<file path="config.mk">
export PLATFORM = sky130hd
export DESIGN_NAME = ret_stack_part
export DESIGN_NICKNAME = d
export VERILOG_FILES = /design/src/rtl/rsp_pkg.sv /design/src/rtl/rsp_partition.sv /design/src/rtl/rsp_slot.sv /design/src/rtl/rsp_store.sv /design/src/rtl/ret_stack_part.sv
export SDC_FILE = /design/constraint.sdc
export NUM_CORES = 1
export LEC_CHECK = 0
export BUFFER_PORTS_ARGS = -buffer_cell sky130_fd_sc_hd__buf_4
export CAP_MARGIN = 30
export CELL_PAD_IN_SITES_DETAIL_PLACEMENT = 0
export CELL_PAD_IN_SITES_GLOBAL_PLACEMENT = 2
export CORE_AREA = 8 8 248 250
export DETAILED_ROUTE_END_ITERATION = 10
export DIE_AREA = 0 0 256 258
export GPL_TIMING_DRIVEN = 0
export PLACE_DENSITY = 0.73
export SKIP_CTS_REPAIR_TIMING = 1
export SLEW_MARGIN = 20
export SYNTH_ARGS = -nofsm -noshare
export SYNTH_HDL_FRONTEND = slang
export SYNTH_SLANG_ARGS = --single-unit
export TNS_END_PERCENT = 30
</file>
<file path="constraint.sdc">
create_clock -name clk -period 25.5 [get_ports clk]
set_input_delay 1.275 -clock clk [delete_from_list [all_inputs] [get_ports clk]]
set_output_delay 1.275 -clock clk [all_outputs]
set_load 0.01 [all_outputs]
</file>
<file path="src/rtl/rsp_pkg.sv">
package rsp_pkg;

  // log2 of the number of slices the pool is cut into for nact threads
  function automatic int unsigned slice_log2(input int unsigned nact);
    int unsigned lg;
    lg = 0;
    for (int i = 0; i < 8; i++) begin
      if ((32'd1 << lg) < nact) lg = lg + 1;
    end
    return lg;
  endfunction

  // entries per slice
  function automatic int unsigned slice_entries(input int unsigned depth,
                                                input int unsigned nact);
    return depth >> slice_log2(nact);
  endfunction

  // first physical entry of a slice
  function automatic int unsigned slot_base(input int unsigned slot,
                                            input int unsigned entries);
    return slot * entries;
  endfunction

endpackage

</file>
<file path="src/rtl/rsp_partition.sv">
module rsp_partition #(
  parameter int NTHR  = 4,
  parameter int DEPTH = 16,
  parameter int TIDW  = 2,
  parameter int FILLW = 5,
  parameter int CNTW  = 3
) (
  input  logic                       clk,
  input  logic                       rst_n,
  input  logic [NTHR-1:0]            act_mask,
  output logic                       flush,
  output logic [FILLW-1:0]           slice_sz,
  output logic [NTHR-1:0][TIDW-1:0]  rank
);
  import rsp_pkg::*;

  logic [CNTW-1:0] nact;
  logic [CNTW-1:0] cnt_q;

  always_comb begin
    nact = '0;
    for (int t = 0; t < NTHR; t++) nact = nact + CNTW'(act_mask[t]);
  end

  always_comb begin
    for (int t = 0; t < NTHR; t++) begin
      rank[t] = '0;
      for (int u = 0; u < t; u++) rank[t] = rank[t] + TIDW'(act_mask[u]);
    end
  end

  assign slice_sz = FILLW'(slice_entries(DEPTH, 32'(nact)));
  assign flush    = (nact != cnt_q);

  always_ff @(posedge clk) begin
    if (!rst_n) cnt_q <= '0;
    else        cnt_q <= nact;
  end

  // a flush lasts one cycle unless the mask moves again
  assert_flush_single_R8: assert property (@(posedge clk) disable iff (!rst_n)
    flush |=> (!flush || !$stable(act_mask)));

  // capacity always one of the legal sizes
  assert_slice_legal_R2: assert property (@(posedge clk) disable iff (!rst_n)
    (32'(slice_sz) == DEPTH) || (32'(slice_sz) == DEPTH / 2) || (32'(slice_sz) == DEPTH / 4));

  generate
    for (genvar g = 0; g < NTHR; g++) begin : g_rank_chk
      // an active thread's slice lies inside the pool
      assert_slice_inside_R6: assert property (@(posedge clk) disable iff (!rst_n)
        act_mask[g] |-> (32'(rank[g]) * 32'(slice_sz) < DEPTH));
    end
  endgenerate

endmodule

</file>
<file path="src/rtl/rsp_slot.sv">
module rsp_slot #(
  parameter int IDXW  = 4,
  parameter int FILLW = 5
) (
  input  logic             clk,
  input  logic             rst_n,
  input  logic             flush,
  input  logic [FILLW-1:0] size,
  input  logic             pop_req,
  input  logic             push_req,
  output logic [IDXW-1:0]  top_q,
  output logic [FILLW-1:0] fill_q,
  output logic             pop_ok,
  output logic [IDXW-1:0]  wr_local
);
  logic [IDXW-1:0]  wrap;
  logic [IDXW-1:0]  top_mid, top_nxt;
  logic [FILLW-1:0] fill_mid, fill_nxt;

  assign wrap   = IDXW'(size - FILLW'(1));
  assign pop_ok = pop_req && (fill_q != '0);

  // pop first, then push
  always_comb begin
    top_mid  = pop_ok ? ((top_q - IDXW'(1)) & wrap) : top_q;
    fill_mid = pop_ok ? (fill_q - FILLW'(1)) : fill_q;
    top_nxt  = push_req ? ((top_mid + IDXW'(1)) & wrap) : top_mid;
    if (push_req && (fill_mid != size)) fill_nxt = fill_mid + FILLW'(1);
    else                                 fill_nxt = fill_mid;
  end

  assign wr_local = top_nxt;

  always_ff @(posedge clk) begin
    if (!rst_n || flush) begin
      top_q  <= '0;
      fill_q <= '0;
    end else begin
      top_q  <= top_nxt;
      fill_q <= fill_nxt;
    end
  end

  // occupancy never exceeds the slice
  assert_fill_bound_R4: assert property (@(posedge clk) disable iff (!rst_n)
    !flush |-> (fill_q <= size));

  // flush empties the slice
  assert_flush_empties_R8: assert property (@(posedge clk) disable iff (!rst_n)
    flush |=> (fill_q == '0));

  // a push into a full slice leaves it full
  assert_full_stays_full_R4: assert property (@(posedge clk) disable iff (!rst_n)
    (!flush && push_req && !pop_req && fill_q == size) |=> (fill_q == $past(size)));

  // pop+push on a non-empty slice keeps occupancy
  assert_pop_push_fill_R9: assert property (@(posedge clk) disable iff (!rst_n)
    (!flush && push_req && pop_req && fill_q != '0) |=> (fill_q == $past(fill_q)));

  // pop on empty leaves it empty
  assert_empty_stays_R5: assert property (@(posedge clk) disable iff (!rst_n)
    (!flush && pop_req && !push_req && fill_q == '0) |=> (fill_q == '0));

endmodule

</file>
<file path="src/rtl/rsp_store.sv">
module rsp_store #(
  parameter int DEPTH = 16,
  parameter int AW    = 32,
  parameter int IDXW  = 4
) (
  input  logic            clk,
  input  logic            we,
  input  logic [IDXW-1:0] waddr,
  input  logic [AW-1:0]   wdata,
  input  logic [IDXW-1:0] raddr,
  output logic [AW-1:0]   rdata
);
  logic [AW-1:0] mem [DEPTH];

  always_ff @(posedge clk) begin
    if (we) mem[waddr] <= wdata;
  end

  assign rdata = mem[raddr];

endmodule

</file>
<file path="src/rtl/ret_stack_part.sv">
module ret_stack_part #(
  parameter int NTHR  = 4,
  parameter int DEPTH = 16,
  parameter int AW    = 32
) (
  input  logic                    clk,
  input  logic                    rst_n,
  input  logic [NTHR-1:0]         act_mask,
  input  logic                    push_vld,
  input  logic [$clog2(NTHR)-1:0] push_tid,
  input  logic [AW-1:0]           push_addr,
  input  logic                    pop_vld,
  input  logic [$clog2(NTHR)-1:0] pop_tid,
  output logic                    pred_vld,
  output logic [AW-1:0]           pred_addr
);
  import rsp_pkg::*;

  localparam int TIDW  = $clog2(NTHR);
  localparam int IDXW  = $clog2(DEPTH);
  localparam int FILLW = IDXW + 1;
  localparam int CNTW  = $clog2(NTHR + 1);
  localparam int NSLOT = NTHR;

  logic                      flush;
  logic [FILLW-1:0]          slice_sz;
  logic [NTHR-1:0][TIDW-1:0] rank;

  rsp_partition #(.NTHR(NTHR), .DEPTH(DEPTH), .TIDW(TIDW), .FILLW(FILLW), .CNTW(CNTW)) u_part (
    .clk(clk), .rst_n(rst_n), .act_mask(act_mask),
    .flush(flush), .slice_sz(slice_sz), .rank(rank)
  );

  // accepted requests and their target slices
  logic            pop_go, push_go;
  logic [TIDW-1:0] pop_slot, push_slot;

  assign pop_go    = pop_vld  && act_mask[pop_tid]  && !flush;
  assign push_go   = push_vld && act_mask[push_tid] && !flush;
  assign pop_slot  = rank[pop_tid];
  assign push_slot = rank[push_tid];

  logic [NSLOT-1:0]            pop_req_v, push_req_v, slot_pop_ok;
  logic [NSLOT-1:0][IDXW-1:0]  slot_top, slot_wr;
  logic [NSLOT-1:0][FILLW-1:0] slot_fill;

  generate
    for (genvar s = 0; s < NSLOT; s++) begin : g_slot
      assign pop_req_v[s]  = pop_go  && (32'(pop_slot)  == s);
      assign push_req_v[s] = push_go && (32'(push_slot) == s);

      rsp_slot #(.IDXW(IDXW), .FILLW(FILLW)) u_slot (
        .clk(clk), .rst_n(rst_n), .flush(flush), .size(slice_sz),
        .pop_req(pop_req_v[s]), .push_req(push_req_v[s]),
        .top_q(slot_top[s]), .fill_q(slot_fill[s]),
        .pop_ok(slot_pop_ok[s]), .wr_local(slot_wr[s])
      );
    end
  endgenerate

  logic            pop_hit;
  logic [IDXW-1:0] rd_idx, wr_idx;
  logic [AW-1:0]   rd_data;

  assign pop_hit = |slot_pop_ok;
  assign rd_idx  = IDXW'(slot_base(32'(pop_slot),  32'(slice_sz)) + 32'(slot_top[pop_slot]));
  assign wr_idx  = IDXW'(slot_base(32'(push_slot), 32'(slice_sz)) + 32'(slot_wr[push_slot]));

  rsp_store #(.DEPTH(DEPTH), .AW(AW), .IDXW(IDXW)) u_store (
    .clk(clk), .we(push_go), .waddr(wr_idx), .wdata(push_addr),
    .raddr(rd_idx), .rdata(rd_data)
  );

  always_ff @(posedge clk) begin
    if (!rst_n) begin
      pred_vld  <= 1'b0;
      pred_addr <= '0;
    end else begin
      pred_vld  <= pop_hit;
      pred_addr <= pop_hit ? rd_data : '0;
    end
  end

  // at most one slice serves a pop or a push
  assert_one_slot_R6: assert property (@(posedge clk) disable iff (!rst_n)
    $onehot0(pop_req_v) && $onehot0(push_req_v));

  // a valid prediction only follows a pop request
  assert_pred_from_pop_R3: assert property (@(posedge clk) disable iff (!rst_n)
    pred_vld |-> $past(pop_vld));

  // pop on an empty slice gives an invalid, zero prediction
  assert_empty_pop_R5: assert property (@(posedge clk) disable iff (!rst_n)
    (pop_go && (slot_fill[pop_slot] == '0)) |=> (!pred_vld && pred_addr == '0));

  // pops of inactive threads predict nothing
  assert_inactive_pop_R10: assert property (@(posedge clk) disable iff (!rst_n)
    (pop_vld && !act_mask[pop_tid]) |=> !pred_vld);

  // requests during a flush are discarded
  assert_flush_discard_R8: assert property (@(posedge clk) disable iff (!rst_n)
    flush |=> !pred_vld);

endmodule

</file>
**Word-level counts from Yosys, hierarchy flattened**

Memory sizes are Yosys's and may differ from the RTL's. A register that Yosys moved wholly into a read port is not among the register bits.
Index checks and enable logic that the tools add are counted.

- Flip-flop bits (word level): 40
- Bits in latches: 0
- Bits in writable memories: 512
- Bits in read-only memories: 0
- Bits of input ports: 44
- Output and inout bits: 33
- Logic and storage cells: 153
- Memories kept: 1

- Add/sub/neg operators: 31
- Multiply operators: 2
- Div/mod/pow operators: 0
- Magnitude comparators: 12
- Equal/unequal tests: 11
- Shift operators: 8
- Muxes and demuxes: 38
- Bitwise operators: 8
- Reductions and logical operators: 32

Memory list:

| memory | depth | width | rd ports | clocked after memory_dff | wr ports | RTL line | RTL |
|---|---|---|---|---|---|---|---|
| u_store.mem | 16 | 32 | 1 | 1 | 1 | rsp_store.sv:13 | `logic [AW-1:0] mem [DEPTH];` |

Operators by type and width:

| kind | count |
|---|---|
| < comparator 32 x 3 -> 1 bit | 7 |
| two-way mux 32 bit | 7 |
| adder 32 x 1 -> 32 bit (second input constant) | 6 |
| << shifter 1 x 32 -> 32 bit (first input constant) | 6 |
| two-way mux 4 bit | 10 |
| two-way mux 5 bit | 8 |
| AND 4 bit | 8 |
| << shifter 1 x 1 -> 32 bit (first input constant) | 1 |
| right shift 5 x 32 -> 5 bit (first input constant) | 1 |
| adder 5 x 1 -> 5 bit (second input constant) | 4 |
| logical AND 1 bit | 20 |
| inequality test 5 bit | 4 |
| nonzero test 5 bit | 4 |
| subtractor 4 x 1 -> 4 bit (second input constant) | 5 |
| subtractor 5 x 1 -> 5 bit (second input constant) | 4 |
| adder 4 x 1 -> 4 bit (second input constant) | 4 |
| binary-select mux 4 bit (select 2 bit) | 2 |
| < comparator 2 x 3 -> 1 bit (second input constant) | 4 |
| multiplier 2 x 5 -> 4 bit | 2 |
| adder 4 bit | 2 |
| binary-select mux 2 bit (select 2 bit) | 2 |
| equality test 2 bit (second input constant) | 4 |
| adder 3 x 1 -> 3 bit | 2 |
| two-way mux 1 bit | 5 |
| other kinds (13) | 20 |

**Logic depth before layout (Yosys ltp)**

- Depth in word-level cells: 36
- Depth in mapped cells: 75
- Mapped depth without buffers: 73

**Hierarchy**

Synthesis repeated with hierarchy kept, for this count alone.

- Cell total of the unflattened synthesis: 1626
- Area, all modules: 26270.2 um^2

Modules (own cells, without submodules):

| module | instances | cells an instance | area an instance (um^2) | sequential area each (um^2) |
|---|---|---|---|---|
| rsp_store | 1 | 806 | 19213.4 | 15374.7 |
| rsp_slot | 4 | 125 | 969.7 | 180.2 |
| ret_stack_part | 1 | 151 | 1741.7 | 660.6 |
| rsp_partition | 1 | 169 | 1436.4 | 60.1 |

**Least setup slack after synthesis**

No wires, ideal clock.

- Kind: in2reg
- Start point: input port act_mask[0]
- End point: memory u_store.mem[6][0] (enable)
- Setup time: 0.421 ns
- Data arrival time: 17.636 ns
- Data required time: 25.079 ns
- Path slack: 7.443 ns
- Stages: 70
- Buffers on the path: 2
- Cells stage by stage: ha_1 fa_1 inv_1 ha_1 buf_2 clkinv_1 ha_1 ha_1 o31a_1 o41a_1 or2_2 ha_1 clkbuf_1 ha_1 a211o_1 a211oi_1 a21oi_1 ha_1 [... 34 more ...] a2111oi_4 inv_1 ha_1 or3_1 o21ai_0 ha_1 nand2_1 nor3b_1 a221oi_1 o22a_1 a21oi_1 a22oi_1 fa_1 fa_1 xor2_1 xnor2_2 xor2_2 nor2_1

- Longest elaborated chain between the ends: 36
- Elaborated cells between the ends (all ways): 97
- Those cells by class: add/sub: 18; mul: 1; order compare: 8; eq/ne: 7; shift: 8; mux: 28; bitwise: 8; reduce/logical: 19

RTL lines:

| element | RTL line | RTL |
|---|---|---|
| start, declared | ret_stack_part.sv:8 | `input logic [NTHR-1:0] act_mask,` |
| adder 1 x 1 -> 2 bit | rsp_partition.sv:22, rsp_partition.sv:28 |  |
| adder 3 x 1 -> 3 bit (2 in series) | rsp_partition.sv:22 | `for (int t = 0; t < NTHR; t++) nact = nact + CNTW'(act_mask[t]);` |
| < comparator 1 x 3 -> 1 bit | rsp_pkg.sv:8 | `if ((32'd1 << lg) < nact) lg = lg + 1;` |
| two-way mux 1 bit | rsp_pkg.sv:8 |  |
| << shifter 1 x 1 -> 32 bit | rsp_pkg.sv:8 |  |
| < comparator 32 x 3 -> 1 bit | rsp_pkg.sv:8 |  |
| two-way mux 32 bit | rsp_pkg.sv:8 |  |
| << shifter 1 x 32 -> 32 bit | rsp_pkg.sv:8 |  |
| [... 19 more ...] | -- |  |
| AND 4 bit | rsp_slot.sv:25 | `top_mid = pop_ok ? ((top_q - IDXW'(1)) & wrap) : top_q;` |
| two-way mux 4 bit | rsp_slot.sv:25 |  |
| adder 4 x 1 -> 4 bit | rsp_slot.sv:27 | `top_nxt = push_req ? ((top_mid + IDXW'(1)) & wrap) : top_mid;` |
| AND 4 bit | rsp_slot.sv:27 |  |
| two-way mux 4 bit | rsp_slot.sv:27 |  |
| binary-select mux 4 bit (select 2 bit) | ret_stack_part.sv:67 | `assign wr_idx = IDXW'(slot_base(32'(push_slot), 32'(slice_sz)) + 32'(slot_wr[push_slot]));` |
| two-way mux 4 bit (implied by the code) | ret_stack_part.sv:67 |  |
| adder 4 bit | ret_stack_part.sv:67 |  |
| end, declared | rsp_store.sv:13 |  |

Parallel ways exist; a longest one is shown, timed or not. The select of a mux whose other input is x is not followed.

**Worst setup path in the final report**

- Start point: input port act_mask[0]
- End point: memory u_store.mem[4][4] (enable)

Same word-level chain as after synthesis.

==> reports/metrics.yaml <==
relSlewSlack: 0.321
seq_area_um2: 16800
max_cap_viol_count: 0
vias_per_cell: 5.66
grt_pass1_vias: 14400
period_minus_slack_ns: 20.37
grt_pass1_wl_um: 91900
drtIter0Drc: 1000
crit_slowest_cell: "a2111oi_4"
port_buffers: 74
p_int_mw: 2.21
grt_use_total: 0.182
grt_max_degree: 20
syn-cell-area_um2: 25600
chipWidth_um: 256
max_freq_mhz: 49.1
crit_required_ns: 25.82
start_util: 0.445
io_pins: 77
final-hold-violation-count: 0
final_area_um2: 29800
area_delta_synth_final_pct: 16.6
synth-edff-count: 512
cts.path.max_buffers: 3
outcome: "finished clean"
dpl_cell_area_um2: 27900
rows: 88
h-tree-depth: 2
multi_input_area_um2: 8340
slowest_delay_ns: 0.88
holdPathStages: 3
switching_share: 0.383
leakagePower_nw: 10.1
drive_gt1_frac: 0.239
wl_per_cell_um: 24.4
synth_cell_types: 98
path_depth: 74
ant_nets: 0
clkSinkCount: 584
cts_inserted_buffers: 59
final.period_utilization: 0.799
seq_power_share: 0.298
cts_tree: "yes"
async_flop_share: 0
tightest_slew_ns: 1.02
worstRegToRegCells: 23
switchingPower_mw: 1.37
dp_cells: 2381
clk_latency_ns: 0.64
ys.flop_type: "edfxtp_1"
die_area_um2: 66000
pwr-share-comb: 0.473
root_buffer: "clkbuf_16"
cpLargestDelayFamily: "compound AO/OA/AOI/OAI gates"
nNetsFinal: 1793
crit_type: "input pin to flip-flop"
die_h_um: 258
synth-warning-count: 0
synth_fp_nets: 1618
crit_buf_inv: 13
drc: 0
synthCells: 1508
setup_viol: 0
syn_area_per_cell_um2: 16.9
globalplace.congestion: 0.821
final_util: 0.519
critPathMaxFanout: 13
detail_route.first_pass.iterations: 5
antenna_found_initial: 3
hpwlAfterDp_um: 41000
nFillCells: 4655
power_frac_clock: 0.229
min_path_type: "flip-flop to flip-flop"
cts.clk_slew.worst_paths_ns: 0.06
critPathArrivalTime_ns: 20.69
wl_um: 60900
cpMostUsedCell: "ha_1"
power_density_nw_per_um2: 120
core_um2: 57400
rsz0062_at_grt: "no"
setup_tns_ns: 0
end_kind: "flip-flop"
vias: 14200
skew_ns: 0.0518
ir_drop_v: 0.000120
drv_slew: 0
yosysSeqAreaShare: 0.658
ys_seq_elements: 584
fin_cells: 2500
cp-start-kind: "input pin"
overflow: 0
Yosys cell counts (17+ instances only):
library cell,n,share of area
clkbuf_1,53,0.0078
o22ai_1,35,0.0086
a21oi_1,23,0.0045
dfxtp_1,72,0.056
o21ai_0,20,0.0039
nand3_1,18,0.0035
ha_1,58,0.028
nor3_1,17,0.0033
edfxtp_1,512,0.60
inv_1,54,0.0079
xor2_1,21,0.0072
nor2_1,85,0.012
xnor2_1,26,0.0089
mux4_2,135,0.12
nand2_1,70,0.010
mux2i_1,76,0.030
worst reg2reg max path, cell delays in order (launching register included):
cell and delay (ns):
dfxtp_1 0.31, xor2_1 0.15, nor3_1 0.46, nand3_1 0.40, nor3_1 0.48, o21ai_1 0.40, or3_1 0.40, o21ai_0 0.13
ha_1 0.22, nand2_1 0.08, nor3b_1 0.17, a221oi_1 0.28, o22a_1 0.24, a21oi_1 0.07, a22oi_1 0.31, fa_1 0.49
fa_1 0.44, xor2_1 0.18, xnor2_2 0.36, xor2_2 0.24, buf_6 0.21, nor2_4 0.47, buf_16 0.23, buf_16 0.17
through the flow:
step / power, mW / setup slack (ns) / hold slack [ns]
floorplan: 2.30 / 7.44 / 0.555
global placement: 2.72 / 2.34 / 0.578
detailed placement: 2.78 / 4.37 / 0.596
CTS: 3.61 / 4.93 / 0.613
global route: 3.78 / 3.89 / 0.649
finish: 3.58 / 5.13 / 0.607
cells in the final DEF, fill, tap and decap left out, types with 8 or more instances in the layout:
cell and count:
a21oi_1 23, and2_1 16, buf_12 9, buf_16 14
buf_4 75, buf_6 19, clkbuf_1 71, clkbuf_16 59
clkinv_1 9, clkinv_2 12, dfxtp_1 72, edfxtp_1 512
fa_1 8, ha_1 58, inv_1 54, mux2_2 8
mux2i_1 76, mux4_2 135, nand2_1 70, nand3_1 18
nor2_1 69, nor2_4 17, nor3_1 16, nor4_1 16
o21ai_0 20, o21ai_1 9, o22ai_1 35, or3_1 8
xnor2_1 26, xor2_1 21
power groups by stage:
stage / combinational (mW) / sequential [mW] / clock [mW]
4_1_cts: 1.70 / 1.07 / 0.838
3_3_place_gp: 1.63 / 1.09 / 0
5_1_grt: 1.84 / 1.07 / 0.870
3_5_place_dp: 1.70 / 1.09 / 0
6_report: 1.69 / 1.07 / 0.818
2_1_floorplan: 1.21 / 1.09 / 0
layer usage:
layer	up-vias	global-route usage	share of wire
met5	-	0	0.00044
met4	4	0.0392	0.018
met3	82	0.0320	0.052
met2	355	0.290	0.47
met1	7336	0.262	0.46
li1	6374	-	-
final timing paths:
kind                               from                          to  slack [ns]
min          g_slot[1].u_slot.fill_q[4]  g_slot[1].u_slot.fill_q[4]        0.61
max                         act_mask[0]           u_store.mem[4][4]        5.13
max reg2reg             u_part.cnt_q[1]           u_store.mem[4][4]       18.29
min reg2reg  g_slot[1].u_slot.fill_q[4]  g_slot[1].u_slot.fill_q[4]        0.61
cell families (layout without fill, tap and decap cells):
group / after synthesis / in the layout / synth area share
DFF: 584 / 584 / 0.658
other: 1 / 3 / 0.000147
muxes: 220 / 220 / 0.153
and+or+nand+nor: 276 / 276 / 0.0537
adders and majority gates: 66 / 66 / 0.0347
buffers and inverters: 121 / 346 / 0.0205
xor gates and xnor gates: 51 / 51 / 0.0195
AOI/OAI and AO/OA: 189 / 189 / 0.0606
sequential cells by signal, summed over array words and instances, names as in the netlist:
signal / cells
pred_vld: 1
u_part.cnt_q: 3
g_slot.u_slot.top_q: 16
u_store.mem: 512
g_slot.u_slot.fill_q: 20
pred_addr: 32
area by class of cell:
class	count	share of cell area
Sequential cell	584	0.564
Multi-Input combinational cell	803	0.280
Clock buffer	84	0.0547
Timing Repair Buffer	114	0.0440
Tap cell	765	0.0321
Buffer	64	0.0104
Inverter	57	0.00718
Clock inverter	27	0.00689
Antenna cell	2	0.000168
Power figures use the tool's default switching activity.
